### src/rtl/bcd_timekeeper.sv
module bcd_timekeeper (
  input  logic       clk,
  input  logic       rst_n,
  input  logic       tick_1hz,
  input  logic       host_we,
  input  logic [3:0] host_addr,
  input  logic [7:0] host_wdata,
  output logic [7:0] host_rdata
);

  localparam int CEN  = 0;
  localparam int SEC  = 1;
  localparam int MIN  = 2;
  localparam int HR   = 3;
  localparam int DOW  = 4;
  localparam int DATE = 5;
  localparam int MON  = 6;
  localparam int YR   = 7;
  localparam logic [63:0] RESET_SET = 64'h00_01_01_01_00_00_00_00;

  function automatic logic [7:0] field_mask(input logic [2:0] k);
    case (k)
      3'd0:    return 8'h3F;
      3'd1:    return 8'h7F;
      3'd2:    return 8'h7F;
      3'd3:    return 8'h3F;
      3'd4:    return 8'h07;
      3'd5:    return 8'h3F;
      3'd6:    return 8'h1F;
      default: return 8'hFF;
    endcase
  endfunction

  function automatic logic [7:0] bcd_inc(input logic [7:0] v);
    if (v[3:0] == 4'h9) return {v[7:4] + 4'h1, 4'h0};
    return {v[7:4], v[3:0] + 4'h1};
  endfunction

  logic [7:0][7:0] ir, er, nx;
  logic            w_q, r_q, osc_q;
  logic [7:0]      last_day;
  logic            leap;

  wire [2:0] idx      = host_addr[2:0];
  wire       ctl_wr   = host_we && host_addr == 4'h8;
  wire       xfer     = ctl_wr && w_q && !host_wdata[7];
  wire       w_eff    = ctl_wr ? host_wdata[7] : w_q;
  wire       field_wr = host_we && host_addr[3] && w_eff;
  wire       step     = tick_1hz && !osc_q;

  assign leap = ir[YR][4] ? (ir[YR][3:0] == 4'h2 || ir[YR][3:0] == 4'h6)
                          : (ir[YR][3:0] == 4'h0 || ir[YR][3:0] == 4'h4 || ir[YR][3:0] == 4'h8);

  always_comb begin
    case (ir[MON])
      8'h02:                      last_day = leap ? 8'h29 : 8'h28;
      8'h04, 8'h06, 8'h09, 8'h11: last_day = 8'h30;
      default:                    last_day = 8'h31;
    endcase
  end

  always_comb begin
    nx = ir;
    if (ir[SEC] != 8'h59) nx[SEC] = bcd_inc(ir[SEC]);
    else begin
      nx[SEC] = 8'h00;
      if (ir[MIN] != 8'h59) nx[MIN] = bcd_inc(ir[MIN]);
      else begin
        nx[MIN] = 8'h00;
        if (ir[HR] != 8'h23) nx[HR] = bcd_inc(ir[HR]);
        else begin
          nx[HR]  = 8'h00;
          nx[DOW] = (ir[DOW] >= 8'h07) ? 8'h01 : ir[DOW] + 8'h01;
          if (ir[DATE] < last_day) nx[DATE] = bcd_inc(ir[DATE]);
          else begin
            nx[DATE] = 8'h01;
            if (ir[MON] < 8'h12) nx[MON] = bcd_inc(ir[MON]);
            else begin
              nx[MON] = 8'h01;
              if (ir[YR] != 8'h99) nx[YR] = bcd_inc(ir[YR]);
              else begin
                nx[YR]  = 8'h00;
                nx[CEN] = (ir[CEN] >= 8'h39) ? 8'h00 : bcd_inc(ir[CEN]);
              end
            end
          end
        end
      end
    end
  end

  always_ff @(posedge clk) begin
    if (!rst_n)    ir <= RESET_SET;
    else if (xfer) ir <= er;
    else if (step) ir <= nx;
  end

  always_ff @(posedge clk) begin
    if (!rst_n) er <= RESET_SET;
    else begin
      if (tick_1hz && !w_q && !r_q) er <= step ? nx : ir;
      if (field_wr) er[idx] <= host_wdata & field_mask(idx);
    end
  end

  always_ff @(posedge clk) begin
    if (!rst_n) begin
      w_q   <= 1'b0;
      r_q   <= 1'b0;
      osc_q <= 1'b0;
    end else begin
      if (ctl_wr) begin
        w_q <= host_wdata[7];
        r_q <= host_wdata[6];
      end
      if (host_we && host_addr == 4'h9) osc_q <= host_wdata[7];
    end
  end

  always_comb begin
    case (host_addr)
      4'h8:    host_rdata = {w_q, r_q, er[CEN][5:0]};
      4'h9:    host_rdata = {osc_q, er[SEC][6:0]};
      4'hA, 4'hB, 4'hC, 4'hD, 4'hE, 4'hF: host_rdata = er[idx];
      default: host_rdata = 8'h00;
    endcase
  end

  a_r3_idle_counters: assert property (@(posedge clk) disable iff (!rst_n)
    (!tick_1hz && !xfer) |=> $stable(ir));
  a_r6_stopped_counters: assert property (@(posedge clk) disable iff (!rst_n)
    (osc_q && !xfer) |=> $stable(ir));
  a_r7_refresh_copy: assert property (@(posedge clk) disable iff (!rst_n)
    (tick_1hz && !w_q && !r_q && !host_we) |=> (er == ir));
  a_r8_read_freeze: assert property (@(posedge clk) disable iff (!rst_n)
    (r_q && !host_we) |=> $stable(er));
  a_r9_write_freeze: assert property (@(posedge clk) disable iff (!rst_n)
    (w_q && !host_we) |=> $stable(er));
  a_r10_transfer: assert property (@(posedge clk) disable iff (!rst_n)
    xfer |=> (ir == $past(er)));

endmodule

### config.mk
export PLATFORM = sky130hd
export DESIGN_NAME = bcd_timekeeper
export DESIGN_NICKNAME = d
export VERILOG_FILES = /design/src/rtl/bcd_timekeeper.sv
export SDC_FILE = /design/constraint.sdc
export NUM_CORES = 1
export LEC_CHECK = 0
export BUFFER_PORTS_ARGS = -buffer_cell sky130_fd_sc_hd__buf_2
export CAP_MARGIN = 20
export CORE_AREA = 4 4 116 107
export CTS_CLUSTER_SIZE = 25
export DETAILED_ROUTE_END_ITERATION = 7
export DIE_AREA = 0 0 120 111
export HOLD_SLACK_MARGIN = 0.06
export PLACE_DENSITY_LB_ADDON = 0.3
export SLEW_MARGIN = 30
export SYNTH_ARGS = -nofsm -noshare
export SYNTH_HDL_FRONTEND = slang
export SYNTH_SLANG_ARGS = --single-unit
### constraint.sdc
create_clock -name clk -period 7.9 [get_ports clk]
set_clock_uncertainty 0.15 [all_clocks]
set_input_delay 0 -clock clk [delete_from_list [all_inputs] [get_ports clk]]
set_output_delay 0 -clock clk [all_outputs]
set_load 0.01 [all_outputs]
==> run summary <==
## Placed design
- 1053 — number of placed instances with taps included
- 15.1 mm — HPWL after detailed placement
- 23 — PortBufs
- 0.939 — RePlAce Congestion
- 4230 ps — worst slack at placement

## Critical path
- 14 — length in cells of the worst reg-to-reg path
- 3 — Crit path buffers/inverters
- 550 ps — delay contributed by the slowest stage of the critical path
- 16 — critical path fanouts, max
- 4160 ps — Worst EP arrival
- register — critical path launch point type
- register — nature of the critical path endpoint
- compound AO/OA/AOI/OAI gates — Crit path max-delay family
- sky130_fd_sc_hd__o21ai_2 — master of the slowest instance on the critical path
- 14 — stages on the worst setup path
- 8070 ps — Data required, critical path
- inv_1 -> ha_1 -> nor3b_2 -> nand4_1 -> inv_1 -> ha_1 -> a21o_1 -> a211oi_1 -> o31ai_4 -> o21ai_2 -> a21o_1 -> o21ai_0 -> o21a_1 -> dlygate4sd3_1 — Critical Path, Cell by Cell
- register to register — CP Class

## Synth
- 7500 um2 — synthesized area
- 35.0% — sequential cell area fraction in the yosys report
- 35.0% — share of the synthesized area in the top cell type
- sky130_fd_sc_hd__dfxtp_1 — post-synthesis cell type with the largest combined area
- 131 — total of flip-flops plus latches after synthesis
- 76 — number of library cell types mapped by synthesis
- 965 — Post-Syn Nets
- 0% — FFs w/ async S/R, synth
- sky130_fd_sc_hd__dfxtp_1 — top_reg_cell synth
- 0 — count of flip-flops with a built-in enable after synthesis
- 8.11 um2 — Post-Synthesis Mean Instance Area
- sky130_fd_sc_hd__dfxtp_1, sky130_fd_sc_hd__nand2_1, sky130_fd_sc_hd__mux4_2, sky130_fd_sc_hd__a21oi_1, sky130_fd_sc_hd__o21ai_0 — dominant cells by area after synthesis
- 0 — number of warning messages in the yosys log
- 925 — cells after synthesis

## Power and ir drop
- 51.0% — part of the total power dissipated in the clock network
- 42.2% — portion of total power attributed to sequential cells
- 23.1% — switching fraction of total power
- 1630 uW — overall power
- 0.197 mV — Max IR drop VDD
- 0.00334 uW — leakage dissipation
- 375 uW — net switching power of the design
- 6.7% — combinational share of power
- 1250 uW — Int Power
- 193 nW/um2 — Power per Cell Area

## Outcome
- finished, final reports clean — result of the run

## Drt
- 6.84 — number of vias per cell after detailed routing
- 7511 — routed vias
- 22.5 mm — post-detailed-routing wire length
- 0 — Antenna Violating Nets Remaining
- 0 — Remaining DRCs
- 1302 — number of design-rule violations left by the first detailed-router iteration
- 6 — number of optimization iterations in the first detailed-route pass
- 20.5 um — average detailed-routed wire length per instance

## Finish
- sky130_fd_sc_hd__nand2_1, sky130_fd_sc_hd__dfxtp_1, sky130_fd_sc_hd__nor2_1, sky130_fd_sc_hd__a21oi_1, sky130_fd_sc_hd__o21ai_0 — commonest cells after routing, fill and taps aside
- 12.2% — Area Overhead vs Synth
- 0 — Antenna Diode Count
- 1098 — Finished Layout Cells
- 9.98% — ratio of cells with drive above 1 in the final layout
- 971 — nets@finish
- sky130_fd_sc_hd__nand2_1 — most common cell after layout, fill and taps aside
- 802 — fill cell instance count of the final layout

## STA
- false — unrepaired setup endpoints after global routing
- 50.6% — period utilization
- 0 — Final setup viols
- 0 — final number of max-transition violations
- 0 ps — aggregate negative setup slack
- 3900 ps — fin worst setup slack
- 977 ps — actual slew at the worst max-slew pin
- 4000 ps — post-layout min period
- 0 — final hold violation count
- 34.6% — worst rel slew slack
- 250 MHz — fmax

## Die
- 37 — cell row count
- 11200 um2 — core area
- 120 um — die width
- 13300 um2 — die area
- 66.7% — effective utilization at floorplan
- 111 um — die outline height
- 24 — IO Pins

## Clock tree
- 60 ps — register clock-pin slew on the reported worst setup and hold paths
- 15 — count of hold-fix buffers inserted at cts
- 430 ps — clock latency reported for the late side of the worst-skew pair
- 131 — clock tree sinks
- done — clock tree from TritonCTS
- sky130_fd_sc_hd__clkbuf_16 — clock root buffer master
- 2 — maximum clock path buffer count
- 0 — Post-CTS Resized
- 4 — total number of H-tree levels
- 17 — cts bufs inserted
- 0 — post-CTS setup buffer count

## Worst hold path
- input port to register — worst hold-check path type
- 5 — cell depth of the worst min-delay path

## Global route
- 72 — largest net degree at the start of global routing
- 0 — number of antenna violations at the first check in global routing
- 7190 — number of global-route vias before repair
- 36.5 mm — wire length of the first global-routing pass
- 0 — GRT overflow
- 34.7% — Total Routing Usage GR

## Flow run
- 0 — number of max-cap violations

-- synthesized netlist by cell type, types with 3 or more instances --
cell                       number
sky130_fd_sc_hd__o31ai_1        4
sky130_fd_sc_hd__and2_1         7
sky130_fd_sc_hd__nor3b_1        8
sky130_fd_sc_hd__mux4_2        15
sky130_fd_sc_hd__a22o_1         4
sky130_fd_sc_hd__or4_1          5
sky130_fd_sc_hd__and3_1         9
sky130_fd_sc_hd__nor4_1         3
sky130_fd_sc_hd__nand2_1      138
sky130_fd_sc_hd__mux2i_1       12
sky130_fd_sc_hd__o21ai_0       64
sky130_fd_sc_hd__a22oi_1        5
sky130_fd_sc_hd__nand2b_1       4
sky130_fd_sc_hd__inv_1         21
sky130_fd_sc_hd__o311ai_0       3
sky130_fd_sc_hd__dfxtp_1      131
sky130_fd_sc_hd__ha_1          24
sky130_fd_sc_hd__o211ai_1      13
sky130_fd_sc_hd__xnor2_1        3
sky130_fd_sc_hd__a211oi_1      21
sky130_fd_sc_hd__buf_2          3
sky130_fd_sc_hd__o211a_1       23
sky130_fd_sc_hd__nand3b_1       3
sky130_fd_sc_hd__a32oi_1        4
sky130_fd_sc_hd__o22ai_1        6
sky130_fd_sc_hd__nor2b_1       19
sky130_fd_sc_hd__nand3_1       37
sky130_fd_sc_hd__a31oi_1       22
sky130_fd_sc_hd__a21o_1         4
sky130_fd_sc_hd__xor2_1         3
sky130_fd_sc_hd__a221oi_1       5
sky130_fd_sc_hd__buf_1          4
sky130_fd_sc_hd__a21boi_0      23
sky130_fd_sc_hd__a41oi_1        4
sky130_fd_sc_hd__nor2_1        80
sky130_fd_sc_hd__nor3_1        19
sky130_fd_sc_hd__nand4_1        9
sky130_fd_sc_hd__a21oi_1       65
sky130_fd_sc_hd__and3b_1        4
sky130_fd_sc_hd__clkbuf_1      51
-- worst reg2reg max path, stage by stage (launching register included) --
cell and delay [ps]:
sky130_fd_sc_hd__dfxtp_1 420, sky130_fd_sc_hd__inv_1 90, sky130_fd_sc_hd__ha_1 170, sky130_fd_sc_hd__nor3b_2 160, sky130_fd_sc_hd__nand4_1 210, sky130_fd_sc_hd__inv_1 70
sky130_fd_sc_hd__ha_1 290, sky130_fd_sc_hd__a21o_1 180, sky130_fd_sc_hd__a211oi_1 400, sky130_fd_sc_hd__o31ai_4 210, sky130_fd_sc_hd__o21ai_2 550, sky130_fd_sc_hd__a21o_1 250
sky130_fd_sc_hd__o21ai_0 100, sky130_fd_sc_hd__o21a_1 110, sky130_fd_sc_hd__dlygate4sd3_1 540
-- state kept, by name, indices dropped and copies added, names as in the netlist --
register,cells
er,64
ir,64
osc_q,1
r_q,1
w_q,1
-- routing by layer --
| metal | routed length [um] | track usage, % | vias up |
|---|---|---|---|
| li1 | - | - | 3416 |
| met5 | 0 | 0 | - |
| met3 | 2400 | 8.27 | 80 |
| met2 | 10400 | 54.4 | 459 |
| met1 | 8780 | 44.5 | 3556 |
| met4 | 934 | 17.4 | 0 |
-- stage by stage --
step	hold WS [ps]	util (%)	cell area (um2)
floorplan	-26.2	-	7500
global route	138	74.8	8410
global placement	165	67.9	7640
detailed placement	165	68.0	7650
CTS	65.9	74.8	8410
finish	90.8	74.8	8410
-- path summary, 6_finish.rpt --
kind	startpoint	end	slack (ps)
max reg2reg	ir[53]	er[48]	3900
min	tick_1hz	ir[8]	90
max	ir[53]	er[48]	3900
min reg2reg	er[7]	er[7]	320
-- power groups by stage --
| stage | clock [uW] | sequential (uW) | combinational, uW |
|---|---|---|---|
| after floorplan | 0 | 694 | 71.9 |
| after global placement | 0 | 700 | 97.5 |
| after detailed placement | 0 | 700 | 100 |
| after CTS | 831 | 686 | 106 |
| after global routing | 863 | 688 | 118 |
| final | 830 | 687 | 110 |
-- cell type report --
class | instances | area (um2) | area share (%)
multi-input combinational | 714 | 4570 | 54.4
clock buffer | 19 | 453 | 5.38
inverter | 21 | 78.8 | 0.937
tap | 156 | 195 | 2.32
sequential | 131 | 2620 | 31.2
timing repair buffer | 46 | 329 | 3.91
clock inverter | 11 | 160 | 1.90
-- cells by family after synthesis --
logic type                 Yosys count  synth area share, %
xor gates and xnor gates             6                0.701
buffers and inverters               80                 4.10
muxes                               27                 6.11
and+or+nand+nor                    364                 23.6
adders and majority gates           24                 4.00
DFF                                131                 35.0
AOI/OAI and AO/OA                  293                 26.5
No activity file was read; power rests on OpenSTA's default activity.
